===== src/rtl/seg_xlate_pkg.sv =====
package seg_xlate_pkg;

    typedef enum logic [2:0] {
        MD_REAL   = 3'd0,
        MD_V86    = 3'd1,
        MD_PROT   = 3'd2,
        MD_COMPAT = 3'd3,
        MD_LONG   = 3'd4
    } mode_e;

    typedef enum logic [1:0] {
        ST_OK     = 2'b00,
        ST_OOB    = 2'b01,
        ST_BADSEL = 2'b10,
        ST_ABSENT = 2'b11
    } status_e;

    // Check class derived from the descriptor-type bit and the type code
    typedef enum logic [1:0] {
        CL_FLAT = 2'd0,
        CL_DOWN = 2'd1,
        CL_SYS  = 2'd2,
        CL_BAD  = 2'd3
    } cls_e;

    // Bit n set: system type n is accepted
    localparam logic [15:0] SYS_OK_MASK = 16'hDAFE;

    localparam logic [2:0] SEG_FS = 3'd4;
    localparam logic [2:0] SEG_GS = 3'd5;

endpackage


===== src/rtl/seg_xlate_limit.sv =====
module seg_xlate_limit #(
    parameter int LIM_W   = 32,
    parameter int RAW_W   = 20,
    parameter int PAGE_SH = 12
) (
    input  logic [LIM_W-1:0] lim_in,
    input  logic             raw_mode,
    input  logic             gran,
    output logic [LIM_W-1:0] lim_eff
);
    localparam int SCALED_W = RAW_W + PAGE_SH;

    logic [SCALED_W-1:0] scaled;
    logic [LIM_W-1:0]    plain;

    assign scaled = {lim_in[RAW_W-1:0], {PAGE_SH{1'b1}}};
    assign plain  = LIM_W'(lim_in[RAW_W-1:0]);

    always_comb begin
        if (!raw_mode)
            lim_eff = lim_in;
        else if (gran)
            lim_eff = LIM_W'(scaled);
        else
            lim_eff = plain;
    end
endmodule


===== src/rtl/seg_xlate_class.sv =====
module seg_xlate_class
    import seg_xlate_pkg::*;
(
    input  logic       s_bit,
    input  logic [3:0] typ,
    output cls_e       cls
);
    always_comb begin
        if (s_bit) begin
            // data type with the expand-direction bit set
            if (!typ[3] && typ[2])
                cls = CL_DOWN;
            else
                cls = CL_FLAT;
        end else if (SYS_OK_MASK[typ]) begin
            cls = CL_SYS;
        end else begin
            cls = CL_BAD;
        end
    end
endmodule


===== src/rtl/seg_xlate_addr.sv =====
module seg_xlate_addr
    import seg_xlate_pkg::*;
#(
    parameter int VA_W  = 64,
    parameter int SEL_W = 16,
    parameter int NA_W  = 32
) (
    input  logic [2:0]       seg,
    input  logic [SEL_W-1:0] sel,
    input  logic [VA_W-1:0]  off,
    input  logic [VA_W-1:0]  base,
    input  logic             base_valid,
    output logic [VA_W-1:0]  flat_real,
    output logic [VA_W-1:0]  flat_long,
    output logic [NA_W-1:0]  flat_narrow
);
    logic [VA_W-1:0] real_base;

    assign real_base   = base_valid ? base : VA_W'({sel, 4'b0000});
    assign flat_real   = real_base + VA_W'(off[15:0]);
    assign flat_long   = (seg == SEG_FS || seg == SEG_GS) ? (base + off) : off;
    assign flat_narrow = base[NA_W-1:0] + off[NA_W-1:0];
endmodule


===== src/rtl/seg_xlate.sv =====
module seg_xlate
    import seg_xlate_pkg::*;
#(
    parameter int VA_W  = 64,
    parameter int SEL_W = 16,
    parameter int LIM_W = 32
) (
    input  logic             clk,
    input  logic             rst_n,
    input  logic             req_valid,
    input  logic [2:0]       mode_i,
    input  logic [2:0]       seg_i,
    input  logic [SEL_W-1:0] selector_i,
    input  logic [VA_W-1:0]  offset_i,
    input  logic [VA_W-1:0]  base_i,
    input  logic             base_valid_i,
    input  logic [LIM_W-1:0] limit_i,
    input  logic             limit_raw_i,
    input  logic             desc_present_i,
    input  logic             desc_s_i,
    input  logic             desc_gran_i,
    input  logic [3:0]       desc_type_i,
    output logic             out_valid_o,
    output logic [VA_W-1:0]  flat_o,
    output logic [LIM_W:0]   bytes_left_o,
    output logic [1:0]       status_o
);
    localparam int BYTES_W = LIM_W + 1;
    localparam logic [BYTES_W-1:0] FULL_SPAN = {1'b1, {LIM_W{1'b0}}};
    localparam logic [BYTES_W-1:0] RM_SPAN   = BYTES_W'(32'h0001_0000);
    localparam logic [LIM_W-1:0]   SMALL_TOP = LIM_W'(32'h0000_FFFF);

    typedef enum logic {S_IDLE, S_HOLD} state_e;

    state_e state_q, state_d;

    logic [LIM_W-1:0]   lim_eff;
    cls_e               cls;
    logic [VA_W-1:0]    flat_real, flat_long;
    logic [LIM_W-1:0]   flat_narrow;
    logic [LIM_W-1:0]   off_n;
    logic [LIM_W-1:0]   upper;
    logic [BYTES_W-1:0] off_ext;
    logic               is_rm;

    logic [VA_W-1:0]    flat_d;
    logic [BYTES_W-1:0] bytes_d;
    status_e            st_d;

    seg_xlate_limit #(.LIM_W(LIM_W)) u_limit (
        .lim_in   (limit_i),
        .raw_mode (limit_raw_i),
        .gran     (desc_gran_i),
        .lim_eff  (lim_eff)
    );

    seg_xlate_class u_class (
        .s_bit (desc_s_i),
        .typ   (desc_type_i),
        .cls   (cls)
    );

    seg_xlate_addr #(.VA_W(VA_W), .SEL_W(SEL_W), .NA_W(LIM_W)) u_addr (
        .seg         (seg_i),
        .sel         (selector_i),
        .off         (offset_i),
        .base        (base_i),
        .base_valid  (base_valid_i),
        .flat_real   (flat_real),
        .flat_long   (flat_long),
        .flat_narrow (flat_narrow)
    );

    assign off_n   = offset_i[LIM_W-1:0];
    assign off_ext = {1'b0, off_n};
    assign is_rm   = (mode_i == MD_REAL) || (mode_i == MD_V86);
    assign upper   = desc_gran_i ? {LIM_W{1'b1}} : SMALL_TOP;

    // Translation and check result for the current request
    always_comb begin
        st_d    = ST_OK;
        flat_d  = '0;
        bytes_d = '0;
        if (is_rm) begin
            flat_d  = flat_real;
            bytes_d = RM_SPAN - BYTES_W'(offset_i[15:0]);
        end else if (!desc_present_i) begin
            st_d = ST_ABSENT;
        end else if (cls == CL_BAD) begin
            st_d = ST_BADSEL;
        end else if (mode_i == MD_LONG) begin
            flat_d  = flat_long;
            bytes_d = FULL_SPAN;
        end else begin
            unique case (cls)
                CL_FLAT, CL_SYS: begin
                    if (off_n > lim_eff) begin
                        st_d = ST_OOB;
                    end else begin
                        flat_d  = VA_W'(flat_narrow);
                        bytes_d = (cls == CL_SYS) ? (FULL_SPAN - {1'b0, flat_narrow})
                                                  : ({1'b0, lim_eff} - off_ext + 1'b1);
                    end
                end
                CL_DOWN: begin
                    if ((off_n <= lim_eff) || (!desc_gran_i && off_n > SMALL_TOP)) begin
                        st_d = ST_OOB;
                    end else begin
                        flat_d  = VA_W'(flat_narrow);
                        bytes_d = {1'b0, upper} - off_ext + 1'b1;
                    end
                end
                default: st_d = ST_BADSEL;
            endcase
        end
    end

    // State register
    always_ff @(posedge clk) begin
        if (!rst_n)
            state_q <= S_IDLE;
        else
            state_q <= state_d;
    end

    // Transitions: go / again on a strobe, drop / rest without one
    always_comb begin
        unique case (state_q)
            S_IDLE: state_d = req_valid ? S_HOLD : S_IDLE;
            S_HOLD: state_d = req_valid ? S_HOLD : S_IDLE;
        endcase
    end

    // Output registers
    always_ff @(posedge clk) begin
        if (!rst_n) begin
            flat_o       <= '0;
            bytes_left_o <= '0;
            status_o     <= ST_OK;
        end else if (req_valid) begin
            flat_o       <= flat_d;
            bytes_left_o <= bytes_d;
            status_o     <= st_d;
        end
    end

    assign out_valid_o = (state_q == S_HOLD);

endmodule


===== config.mk =====
export PLATFORM = sky130hd
export DESIGN_NAME = seg_xlate
export DESIGN_NICKNAME = d
export VERILOG_FILES = /design/src/rtl/seg_xlate_pkg.sv /design/src/rtl/seg_xlate_limit.sv /design/src/rtl/seg_xlate_class.sv /design/src/rtl/seg_xlate_addr.sv /design/src/rtl/seg_xlate.sv
export SDC_FILE = /design/constraint.sdc
export NUM_CORES = 1
export LEC_CHECK = 0
export BUFFER_PORTS_ARGS = -buffer_cell sky130_fd_sc_hd__buf_4
export CAP_MARGIN = 0
export CORE_UTILIZATION = 50
export DETAILED_ROUTE_END_ITERATION = 6
export MAX_ROUTING_LAYER = met4
export PLACE_DENSITY = 0.8
export RECOVER_POWER = 50
export SYNTH_ARGS = -nofsm -noshare
export SYNTH_HDL_FRONTEND = slang
export SYNTH_HIERARCHICAL = 1
export SYNTH_SLANG_ARGS = --single-unit

===== constraint.sdc =====
create_clock -name clk -period 4.69 [get_ports clk]
set_input_delay 0.2345 -clock clk [delete_from_list [all_inputs] [get_ports clk]]
set_output_delay 0.2345 -clock clk [all_outputs]
set_load 0.01 [all_outputs]

Word level (Yosys, flattened, before mapping)
Memories as Yosys holds them, arrays and structs flattened.
Cells that the tools add are included.
{ "totals": {"regBits": 100, "latchBits": 0, "ram_bits": 0, "mem_bits_ro": 16, "inputBits": 194, "out_inout_bits": 100, "elab_cells": 67, "memories": 1} }
{ "op_classes": {"addsub": 9, "multipliers": 0, "div": 0, "magnitude_cmp": 4, "eq_ne": 7, "shift": 0, "muxes": 32, "bitwise": 0, "reduce_logical": 10} }
{ "memory_table": {"columns": ["memory", "depth", "word_bits", "rd", "rd_clocked_by_memory_dff", "write_ports", "line", "text"], "rows": [
  ["(no name shown)", 16, 1, 1, 0, 0, "seg_xlate_class.sv:15", "end else if (SYS_OK_MASK[typ]) begin"]
]} }
{ "ops": {"columns": ["cell", "count"], "rows": [
  ["two-way mux 64 bit", 6],
  ["two-way mux 33 bit", 7],
  ["two-way mux 32 bit", 5],
  ["adder 33 x 1 -> 33 bit (second input constant)", 2],
  ["one-hot mux 33 bit (2 select lines)", 1],
  ["subtractor 32 x 32 -> 33 bit", 2],
  ["adder 64 x 16 -> 64 bit", 1],
  ["adder 64 bit", 1],
  ["one-hot mux 32 bit (2 select lines)", 1],
  ["subtractor 33 x 32 -> 33 bit (first input constant)", 1],
  ["adder 32 bit", 1],
  ["greater-than comparator 32 x 16 -> 1 bit (second input constant)", 1],
  ["greater-than comparator 32 bit", 1],
  ["<= comparator 32 bit", 1],
  ["subtractor 17 x 16 -> 18 bit (first input constant)", 1],
  ["two-way mux 2 bit", 5],
  ["equality test 3 bit (second input constant)", 3],
  ["two-way mux 1 bit", 6],
  ["< comparator 4 x 5 -> 1 bit (second input constant)", 1],
  ["equality test 2 bit (second input constant)", 2],
  ["one-hot mux 2 bit (2 select lines)", 1],
  ["equality test 3 x 1 -> 1 bit (second input constant)", 1],
  ["zero test 3 bit", 1],
  ["logical OR 1 bit", 3],
  ["other kinds (5)", 7]
]} }

Logic depth before layout (Yosys ltp)
Gate-level depths: netlist (run 1).
{ "depth": {"depth_word": 12, "mapped_depth": 21, "ltp_nobuf": 17} }

Cells and area by module
The synthesis (run 1) kept the hierarchy.
{ "modules_own_cells": {"columns": ["mod", "n_inst", "cells_per_inst", "area_each_um2", "seq_area_each_um2"], "rows": [
  ["seg_xlate", 1, 1270, 9629.2, 2001.9],
  ["seg_xlate_addr", 1, 1104, 6981.7, 0.0],
  ["seg_xlate_limit", 1, 42, 371.6, 0.0],
  ["seg_xlate_class", 1, 6, 37.5, 0.0]
]} }

Worst setup path before layout (run 1)
No wires, ideal clock.
{ "synth_path": {"kind": "input -> register", "from": "input base_valid_i", "to": "register flat_o[55]", "setup_time_ps": 116, "arrival_ps": 3894, "required_time_ps": 4574, "setup_slack_ps": 680, "cell_stages": 17, "path_buffers": 6, "cell_sequence": "buf_2 -> clkbuf_1 -> buf_1 -> buf_1 -> mux2_2 -> ha_1 -> clkbuf_1 -> a2111o_1 -> or2_1 -> o2111ai_1 -> buf_2 -> nor3_1 -> xnor2_1 -> nor2_1 -> a22oi_1 -> nand2_1 -> o211a_1"} }
{ "synth_between": {"elab_chain_cells": 3} }
{ "synth_lines": {"columns": ["item", "line", "text"], "rows": [
  ["from (decl)", "seg_xlate.sv:16", "input logic base_valid_i,"],
  ["two-way mux 64 bit", "seg_xlate_addr.sv:19", "assign real_base = base_valid ? base : VA_W'({sel, 4'b0000});"],
  ["adder 64 x 16 -> 64 bit", "seg_xlate_addr.sv:20", "assign flat_real = real_base + VA_W'(off[15:0]);"],
  ["net flat_real[55]", "seg_xlate.sv:39", "logic [VA_W-1:0] flat_real, flat_long;"],
  ["two-way mux 64 bit", "seg_xlate.sv:84", "if (is_rm) begin"],
  ["to (signal assigned)", "seg_xlate.sv:141", "flat_o <= flat_d;"],
  ["to (decl)", "seg_xlate.sv:24", "output logic [VA_W-1:0] flat_o,"]
]} }
The timed path passes the listed nets, and every way through them passes these cells.
A chain may end at the register's enable or synchronous reset.

==> flow_metrics.env, run 1 <==
export IMPL_status="finished with violations"
export IMPL_violations="capacitance limit, slew limit"
export IMPL_drc_errors=0
export IMPL_leakagePower_uw=0.00891
export IMPL_crit_family="buffers and inverters"
export IMPL_place_inst=3080
export IMPL_synth_sequential_area_ratio_pct=11.8
export IMPL_r2r_setup_slack_ps=3750
export IMPL_cp_num_buf_inv=1
export IMPL_r2r_start="bytes_left_o[29]"
export IMPL_cpPeakStageDelay_ps=2680
export IMPL_rsz0062_at_grt="no"
export IMPL_synth_edf_count=0
export IMPL_startpoint_type="primary input"
export IMPL_num_rows=67
export IMPL_required_ps=5020
export IMPL_crit_chain="clkbuf_1 > and2_1 > nand2_1 > nor2_1 > nand4_1 > or4_1 > nand3_1"
export IMPL_final_antenna_net_count=0
export IMPL_yosysUniqueCellTypes=96
export IMPL_final_core_util_pct=58.2
export IMPL_grt_pass1_wl_um=104000
export IMPL_max_freq_mhz=235
export IMPL_path_depth=7
export IMPL_cp_arrival_ps=4590
export IMPL_cts_root_buf="clkbuf_16"
export IMPL_finalCriticalPeriod_ps=4260
export IMPL_clk_pin_slew_ps=80
export IMPL_clk_insertion_delay_late_ps=380
export IMPL_area_delta_synth_final_pct=14.6
export IMPL_worst_clock_skew_ps=0
export IMPL_ctsHoldBuffers=0
export IMPL_grtUsageTotal_pct=38.7
export IMPL_yosysTopAreaCell="ha_1"
export IMPL_ioPinCount=294
export IMPL_cts_sinks=100
export IMPL_grt_max_degree=113
export IMPL_via_per_inst=6.43
export IMPL_syn_area_mm2=0.0170
export IMPL_power_density_mw_per_mm2=215
export IMPL_fp_dieH_um=187
export IMPL_yosysTopAreaCellShare_pct=15.3
export IMPL_tightest_slew_ps=3900
export IMPL_htreeDepth=3
export IMPL_critPathSlowestCell="clkbuf_1"
export IMPL_worstReg2RegEnd="bytes_left_o[29]"
export IMPL_final_hold_violation_count=0
export IMPL_core_area_mm2=0.0335
export IMPL_cts_resized=0
export IMPL_fillers=3324
export IMPL_max_cap_violations=1
export IMPL_antenna_found_initial=1
export IMPL_hpwl_um=54500
export IMPL_dr_pass1_iters=6
export IMPL_stdcell_count=3097
export IMPL_die_x_um=187
export IMPL_cts_made_buffers=9
export IMPL_final_setup_tns_ps=0
export IMPL_grt_pass1_vias=18000
export IMPL_vdd_drop_max_uv=198
export IMPL_cp_endpoint="bytes_left_o[25]"
export IMPL_grt_overflow_total=0
export IMPL_synth_nets=2827
export IMPL_max_slew_margin_pct=-160
export IMPL_crit_start="rst_n"
export IMPL_finalSetupViolations=0
export IMPL_layout_drive_gt1_share_pct=12.2
export IMPL_synth_area_leaders="ha_1 15%, dfxtp_1 12%, nand2_1 8.3%"
export IMPL_cp_max_fo=87
export IMPL_fin_crit_sh_pct=90.9
export IMPL_route_vias_total=19900
export IMPL_die_area_mm2=0.0348
export IMPL_wl_per_cell_um=22.0
export IMPL_async_flop_share_pct=0
export IMPL_worstHoldStart="offset_i[0]"
export IMPL_synthCells=2422
export IMPL_gp_congestion=1.01
export IMPL_initial_core_util_pct=50.8
export IMPL_cp_end_kind="register"
export IMPL_r2r_cells=3
export IMPL_ys_ff_latch=100
export IMPL_critPathKind="in2reg"
export IMPL_nNetsFinal=3048
export IMPL_clock_path_buffers=2
export IMPL_wl_um=68100
export IMPL_hold_path_class="in2reg"
export IMPL_slew_viol_final=88
export IMPL_post_cts_buffers=0
export IMPL_synth_main_ff_cell="dfxtp_1"
export IMPL_drt_iter0_drc=2518
export IMPL_cts_tree="done"
export IMPL_io_buffers=292
export IMPL_synth_avg_cell_area_um2=7.03
export IMPL_yosysWarnings=6
[per-stage QoR]
| stage | setup slack, ps | hold WS [ps] | total power [uW] | cell area, um^2 |
|---|---|---|---|---|
| after floorplan | 680 | 384 | 2530 | 17000 |
| after global placement | 364 | 464 | 3320 | 19600 |
| after detailed placement | 280 | 467 | 3360 | 19600 |
| after CTS | 610 | 196 | 4170 | 19900 |
| after global routing | 236 | 225 | 4430 | 19500 |
| final | 427 | 215 | 4200 | 19500 |
[power breakdown]
part	switching (uW)	internal [uW]	total (uW)	leakage, uW
registers	32.1	901	933	0.000823
logic	1510	944	2460	0.00794
clock network	417	392	809	0.000145
[registers in the layout, summed over array words and instances (netlist names)]
register,count
out_valid_o,1
flat_o,64
status_o,2
bytes_left_o,33
[worst min-delay path by stage]
stage / slack (ps) / endpoint / depth (start not counted)
2_1_floorplan: 380 / out_valid_o / 1
3_3_place_gp: 460 / flat_o[56] / 1
3_5_place_dp: 470 / flat_o[52] / 1
4_1_cts: 200 / bytes_left_o[0] / 3
5_1_grt: 230 / bytes_left_o[0] / 3
6_report: 220 / bytes_left_o[0] / 3
[cells in the mapped netlist, types with 19 or more instances]
library cell and n:
or3_1 20, nor4_1 20, nand2_1 375, and3_1 22, nand2b_1 35, a221oi_1 50, a21o_1 71, a21oi_1 194
ha_1 208, o211a_1 34, nor2_1 144, o21bai_1 22, o21ai_0 151, inv_1 117, xnor2_1 112, o21a_1 21
a22oi_1 38, nand4_1 57, buf_2 19, nand3_1 45, xor2_1 68, nor2b_1 21, o21ai_1 27, clkbuf_1 88
nor3_1 66, dfxtp_1 100
[placed cells by master (no fill, tap or decap), types with 12 or more instances in the layout]
cell / synthesis / routed
nor3_1: 66 / 65
a221oi_1: 50 / 50
nand2b_1: 35 / 34
o21a_1: 21 / 21
nand2_1: 375 / 375
or4_1: 14 / 14
xor2_1: 68 / 68
o211a_1: 34 / 34
nand3_1: 45 / 45
o211ai_1: 15 / 15
o31ai_1: 17 / 17
a22oi_1: 38 / 38
mux2_2: 16 / 16
a22o_1: 16 / 16
nor2_1: 144 / 143
o21ai_0: 151 / 151
a21o_1: 71 / 71
nand4_1: 57 / 57
nor2b_1: 21 / 19
or3_1: 20 / 20
and3_1: 22 / 22
and2_1: 12 / 12
a21oi_1: 194 / 193
o21ai_1: 27 / 27
a211oi_1: 17 / 17
nor4_1: 20 / 20
dfxtp_1: 100 / 100
xnor2_1: 112 / 112
ha_1: 208 / 208
a31oi_1: 17 / 17
o21bai_1: 22 / 22
clkbuf_1: 88 / 100
buf_4: 1 / 236
inv_1: 117 / 117
[per-layer routing]
| metal | up-vias | share of wire (%) | global-route usage (%) |
|---|---|---|---|
| li1 | 9310 | - | - |
| met1 | 9290 | 45 | 54.9 |
| met2 | 1180 | 41 | 55.3 |
| met3 | 139 | 11 | 6.88 |
| met4 | 0 | 3.1 | 11.5 |
| met5 | - | 0 | - |
[cells by family after synthesis]
group / count (synthesis) / share of synthesized area [%]
and+or+nand+nor: 871 / 24.2
AOI/OAI and AO/OA: 783 / 31.1
buffers and inverters: 245 / 5.89
adders and majority gates: 211 / 15.6
xor gates and xnor gates: 180 / 9.26
DFF: 100 / 11.8
muxes: 32 / 2.23
[area by class of cell]
type | count | area, um^2 | share of cell area [%]
Multi-Input combinational cell | 2077 | 14000 | 72.0
Timing Repair Buffer | 337 | 2170 | 11.1
Sequential cell | 100 | 2000 | 10.3
Tap cell | 448 | 561 | 2.87
Inverter | 118 | 443 | 2.27
Clock buffer | 11 | 253 | 1.30
Clock inverter | 5 | 36.3 | 0.186
Antenna cell | 1 | 2.50 | 0.0128
[tightest hold or removal path, stage by stage]
cell and delay, ps:
buf_4 130, a21oi_1 70, a21oi_1 120
(Power assumes the default switching activity.)
==> inputs of run 2 (changes only) <==
--- a/config.mk
+++ b/config.mk
@@ -10,2 +10,3 @@
 export CORE_UTILIZATION = 50
+export CTS_BUF_LIST = sky130_fd_sc_hd__clkbuf_16
 export DETAILED_ROUTE_END_ITERATION = 6
==> constraint.sdc (replaced) <==
create_clock -name clk -period 4.69 [get_ports clk]
set_input_delay 0.7035 -clock clk [delete_from_list [all_inputs] [get_ports clk]]
set_output_delay 0.7035 -clock clk [all_outputs]
set_load 0.01 [all_outputs]
==> run 2 against run 1 <==
Sequential power about the same. Core utilization increased by 1.5 points. Clock power increased by 3.7%. Routed wire length increased by 3.9%. The flow still finishes with violations (capacitance limit, slew limit). Largest power group unchanged. Sequential cell count unchanged. Highest routed layer unchanged. Cell area increased by 2.6%.
==> flow_metrics.env, run 2 (same netlist as run 1, synthesis figures left out) <==
export IMPL_groute_layer_met1_usage_pct=57.4
export IMPL_grt_overflow_total=0
export IMPL_cp_max_fo=4
export IMPL_drt_iter0_drc=2488
export IMPL_cts_tree="done"
export IMPL_met3_usage_pct=7.18
export IMPL_num_rows=67
export IMPL_finalCriticalPeriod_ps=4400
export IMPL_nNetsFinal=3116
export IMPL_die_area_mm2=0.0348
export IMPL_final_setup_tns_ps=0
export IMPL_largest_register_ffs=64
export IMPL_cts_resized=0
export IMPL_busiest_layer="met1"
export IMPL_final_cell_mix="375 x nand2_1, 303 x buf_4, 208 x ha_1"
export IMPL_vdd_drop_max_uv=194
export IMPL_layout_drive_gt1_share_pct=14.2
export IMPL_area_delta_synth_final_pct=17.6
export IMPL_hold_depth=2
export IMPL_status="finished with violations"
export IMPL_path_depth=16
export IMPL_final_hold_violation_count=0
export IMPL_cp_end_kind="register"
export IMPL_grt_pass1_vias=18300
export IMPL_tightest_slew_ps=2120
export IMPL_ioPinCount=294
export IMPL_final_common_cell="nand2_1"
export IMPL_top_regs="flat_o: 64 flops, bytes_left_o: 33 flops, status_o: 2 flops"
export IMPL_largest_register="flat_o"
export IMPL_io_buffers=292
export IMPL_fp_dieH_um=187
export IMPL_crit_family="compound AO/OA/AOI/OAI gates"
export IMPL_clk_pin_slew_ps=90
export IMPL_drc_errors=0
export IMPL_cpPeakStageDelay_ps=440
export IMPL_worst_clock_skew_ps=0
export IMPL_final_antenna_net_count=0
export IMPL_cp_arrival_ps=4670
export IMPL_power_density_mw_per_mm2=217
export IMPL_initial_core_util_pct=50.8
export IMPL_max_slew_margin_pct=-41.2
export IMPL_startpoint_type="primary input"
export IMPL_clock_path_buffers=2
export IMPL_htreeDepth=3
export IMPL_cts_root_buf="clkbuf_16"
export IMPL_cts_made_buffers=9
export IMPL_fin_crit_sh_pct=93.8
export IMPL_via_per_inst=6.43
export IMPL_antenna_found_initial=0
export IMPL_cp_num_buf_inv=1
export IMPL_stdcell_area_mm2=0.0200
export IMPL_grtUsageTotal_pct=40.2
export IMPL_slew_viol_final=56
export IMPL_max_freq_mhz=227
export IMPL_die_x_um=187
export IMPL_crit_chain="buf_4 > ha_1 > fa_1 > a211oi_1 > o211ai_2 > a31o_1 > a21oi_2 > xnor2_1 > or3_1 > or4_4 > nand3b_1 > xor2_1 > a21oi_1 > o32ai_1 > a221oi_1 > nand3_1"
export IMPL_met2_usage_pct=57.2
export IMPL_grt_max_degree=70
export IMPL_hpwl_um=56900
export IMPL_clk_insertion_delay_late_ps=380
export IMPL_stdcell_count=3164
export IMPL_cts_sinks=100
export IMPL_critPathSlowestCell="fa_1"
export IMPL_r2r_cells=3
export IMPL_gp_congestion=1.02
export IMPL_antennaDiodeCount=0
export IMPL_place_area_mm2=0.0201
export IMPL_post_cts_buffers=0
export IMPL_wl_per_cell_um=22.4
export IMPL_rsz0062_at_grt="no"
export IMPL_required_ps=4960
export IMPL_grt_pass1_wl_um=107000
export IMPL_place_inst=3148
export IMPL_core_area_mm2=0.0335
export IMPL_ctsHoldBuffers=0
export IMPL_violations="capacitance limit, slew limit"
export IMPL_critPathKind="in2reg"
export IMPL_hold_path_class="reg2reg"
export IMPL_finalSetupViolations=0
export IMPL_max_cap_violations=1
export IMPL_leakagePower_uw=0.00923
export IMPL_wl_um=70700
export IMPL_dr_pass1_iters=7
export IMPL_route_vias_total=20400
==> run 2: cell count changes in the layout (fill, tap and decap cells not counted), sizes merged <==
cell / before / now
clkinv: 6 / 3
diode: 1 / 0
clkinvlp: 0 / 2
bufinv: 0 / 1
buf: 237 / 305
clkbuf: 111 / 109
inv: 117 / 119
==> run 2: tightest hold or removal path: cells and delay by family (launching register included) <==
kind,cells,cell delay (ps)
flip-flops,1,340
AND/OR/NAND/NOR,1,50
AO/OA/AOI/OAI,1,70
==> run 2: report_power, final <==
part           internal (uW)  switching, uW
Clock                    409            429
Sequential               901           31.0
Combinational           1020           1550
Total                   2330           2010
==> run 2: worst paths after layout <==
kind,start,to,slack [ps]
max reg2reg,bytes_left_o[29],bytes_left_o[29],3740
min reg2reg,bytes_left_o[24],bytes_left_o[24],480
min,bytes_left_o[24],bytes_left_o[24],480
max,offset_i[0],bytes_left_o[25],290
==> run 2: routing by layer <==
metal / wire length (um) / vias up
li1: - / 9438
met1: 31800 / 9551
met2: 29000 / 1241
met3: 7910 / 126
met4: 2030 / 0
met5: 0 / -
==> run 2: final cells by class <==
cell class              count  area, um^2
clock buffers               9         225
repair buffers            405        2690
fillers                  3315       13500
multi-input cells        2077       14000
well taps                 448         561
clock inverters             7        60.1
flip-flops and latches    100        2000
inverters                 118         443
==> run 2: through the flow <==
stage / utilization (%) / total power (uW) / hold slack [ps] / worst slack (ps)
final: 59.7 / 4340 / 481 / 292
after global routing: 59.7 / 4570 / 493 / 134
after CTS: 60.8 / 4300 / 485 / 373
after detailed placement: 60.0 / 3460 / 464 / 17.5
after global placement: 60.0 / 3420 / 458 / 59.5
after floorplan: - / 2530 / 499 / 211
==> inputs of run 3 (changes only) <==
Settings changed: RECOVER_POWER 50 to not set.
==> run 3 against run 2 <==
Clock power shrank 0.8%. Count of clock-buffer cells in the layout did not move. Cell area up 1.9%. Global-route usage is the same. Setup slack better by 6.9 ps. Die area stayed put. Fmax grew 0.16%. Hold slack better by 3.2 ps. Sequential cell count unchanged. The run now ends clean. Register-to-register slack is essentially flat. Via count fell by 0.21%. First-iteration DRC count down 7.2%.
==> flow_metrics.env, run 3 (same netlist as run 1, synthesis figures left out) <==
export IMPL_layout_drive_gt1_share_pct=17.9
export IMPL_critPathKind="in2reg"
export IMPL_tightest_slew_ps=1290
export IMPL_r2r_setup_slack_ps=3740
export IMPL_cts_sinks=100
export IMPL_post_cts_buffers=0
export IMPL_wl_per_cell_um=22.3
export IMPL_cp_arrival_ps=4660
export IMPL_multi_input_area_mm2=0.0140
export IMPL_final_hold_violation_count=0
export IMPL_stdcell_count=3164
export IMPL_cts_root_buf="clkbuf_16"
export IMPL_gp_congestion=1.02
export IMPL_final_setup_tns_ps=0
export IMPL_max_cap_violations=0
export IMPL_ff_latch_area_mm2=0.00200
export IMPL_status="finished clean"
export IMPL_r2r_cells=3
export IMPL_wl_um=70700
export IMPL_timing_hold_ws_ps=484
export IMPL_finalSetupViolations=0
export IMPL_grtUsageTotal_pct=40.2
export IMPL_final_core_util_pct=60.8
export IMPL_clk_insertion_delay_late_ps=380
export IMPL_vdd_drop_max_uv=193
export IMPL_route_vias_total=20300
export IMPL_io_buffers=292
export IMPL_cp_max_fo=4
export IMPL_final_cell_mix="403 x buf_4, 375 x nand2_1, 208 x ha_1"
export IMPL_initial_core_util_pct=50.8
export IMPL_timing_final_ws_setup_ps=299
export IMPL_antenna_found_initial=0
export IMPL_fin_crit_sh_pct=93.6
export IMPL_fp_dieH_um=187
export IMPL_num_rows=67
export IMPL_hold_depth=1
export IMPL_die_area_mm2=0.0348
export IMPL_fillers=3204
export IMPL_grt_max_degree=70
export IMPL_hpwl_um=56900
export IMPL_finalCriticalPeriod_ps=4390
export IMPL_grt_pass1_vias=18300
export IMPL_grt_pass1_wl_um=107000
export IMPL_htreeDepth=3
export IMPL_nNetsFinal=3116
export IMPL_hold_path_class="reg2reg"
export IMPL_cts_resized=0
export IMPL_clk_pin_slew_ps=90
export IMPL_leakagePower_uw=0.00964
export IMPL_die_x_um=187
export IMPL_rsz0062_at_grt="no"
export IMPL_post_place_ws_ps=17.5
export IMPL_cts_tree="done"
export IMPL_cts_made_buffers=9
export IMPL_cp_end_kind="register"
export IMPL_drc_errors=0
export IMPL_largest_register_ffs=64
export IMPL_final_antenna_net_count=0
export IMPL_hold_path_endpoint="flat_o[35]"
export IMPL_ioPinCount=294
export IMPL_antennaDiodeCount=0
export IMPL_max_slew_margin_pct=13.8
export IMPL_required_ps=4960
export IMPL_power_density_mw_per_mm2=214
export IMPL_place_inst=3148
export IMPL_worstHoldStart="flat_o[35]"
export IMPL_startpoint_type="primary input"
export IMPL_worst_clock_skew_ps=0
export IMPL_r2r_start="bytes_left_o[29]"
export IMPL_core_area_mm2=0.0335
export IMPL_max_freq_mhz=228
export IMPL_slew_viol_final=0
export IMPL_via_per_inst=6.42
export IMPL_largest_register="flat_o"
export IMPL_worstReg2RegEnd="bytes_left_o[29]"
export IMPL_ctsHoldBuffers=0
export IMPL_clock_path_buffers=2
export IMPL_area_delta_synth_final_pct=19.8
export IMPL_dr_pass1_iters=6
export IMPL_drt_iter0_drc=2310
export IMPL_grt_overflow_total=0
export IMPL_top_regs="flat_o: 64 flops, bytes_left_o: 33 flops, status_o: 2 flops"
export IMPL_final_common_cell="buf_4"
-- run 3: cell count changes in the layout (fill, tap and decap cells not counted) --
cell / before / now
clkbuf_1: 100 / 0
buf_4: 303 / 403
-- run 3: critical path, stage by stage --
cell	delay, ps
buf_4	120
ha_1	260
fa_1	450
a211oi_1	390
o211ai_2	170
a31o_1	240
a21oi_2	240
xnor2_1	110
or3_1	360
or4_4	440
nand3b_1	310
xor2_1	250
a21oi_1	180
o32ai_1	110
a221oi_1	220
nand3_1	100
-- run 3: worst max-delay path by stage --
stage	startpoint	end	slack (ps)	cells past startpoint
5_1_grt	offset_i[0]	bytes_left_o[29]	140	16
3_5_place_dp	offset_i[0]	bytes_left_o[25]	20	16
3_3_place_gp	offset_i[0]	bytes_left_o[25]	60	16
4_1_cts	offset_i[0]	bytes_left_o[25]	370	16
6_report	offset_i[0]	bytes_left_o[25]	300	16
2_1_floorplan	base_valid_i	flat_o[55]	210	17
-- run 3: layer usage --
| metal | vias up | wire length (um) | global-route usage (%) |
|---|---|---|---|
| met1 | 9572 | 31800 | 57.4 |
| met5 | - | 0 | - |
| met4 | 0 | 2030 | 11.6 |
| li1 | 9442 | - | - |
| met3 | 120 | 7710 | 7.18 |
| met2 | 1180 | 29100 | 57.2 |
-- run 3: metrics by stage --
stage,power (uW),area [um^2]
after CTS,4300,20400
after detailed placement,3460,20100
after global routing,4610,20400
after global placement,3420,20100
after floorplan,2530,17000
final,4370,20400
-- run 3: layout make-up --
type                    instances  share of cell area (%)
inverters                     118                    2.17
repair buffers                405                    15.0
well taps                     448                    2.75
clock buffers                   9                    1.10
multi-input cells            2077                    68.8
clock inverters                 7                   0.294
flip-flops and latches        100                    9.82
-- run 3: power breakdown --
group | internal [uW] | switching (uW)
clock | 409 | 423
combinational | 1060 | 1550
sequential | 901 | 32.4
total | 2370 | 2010
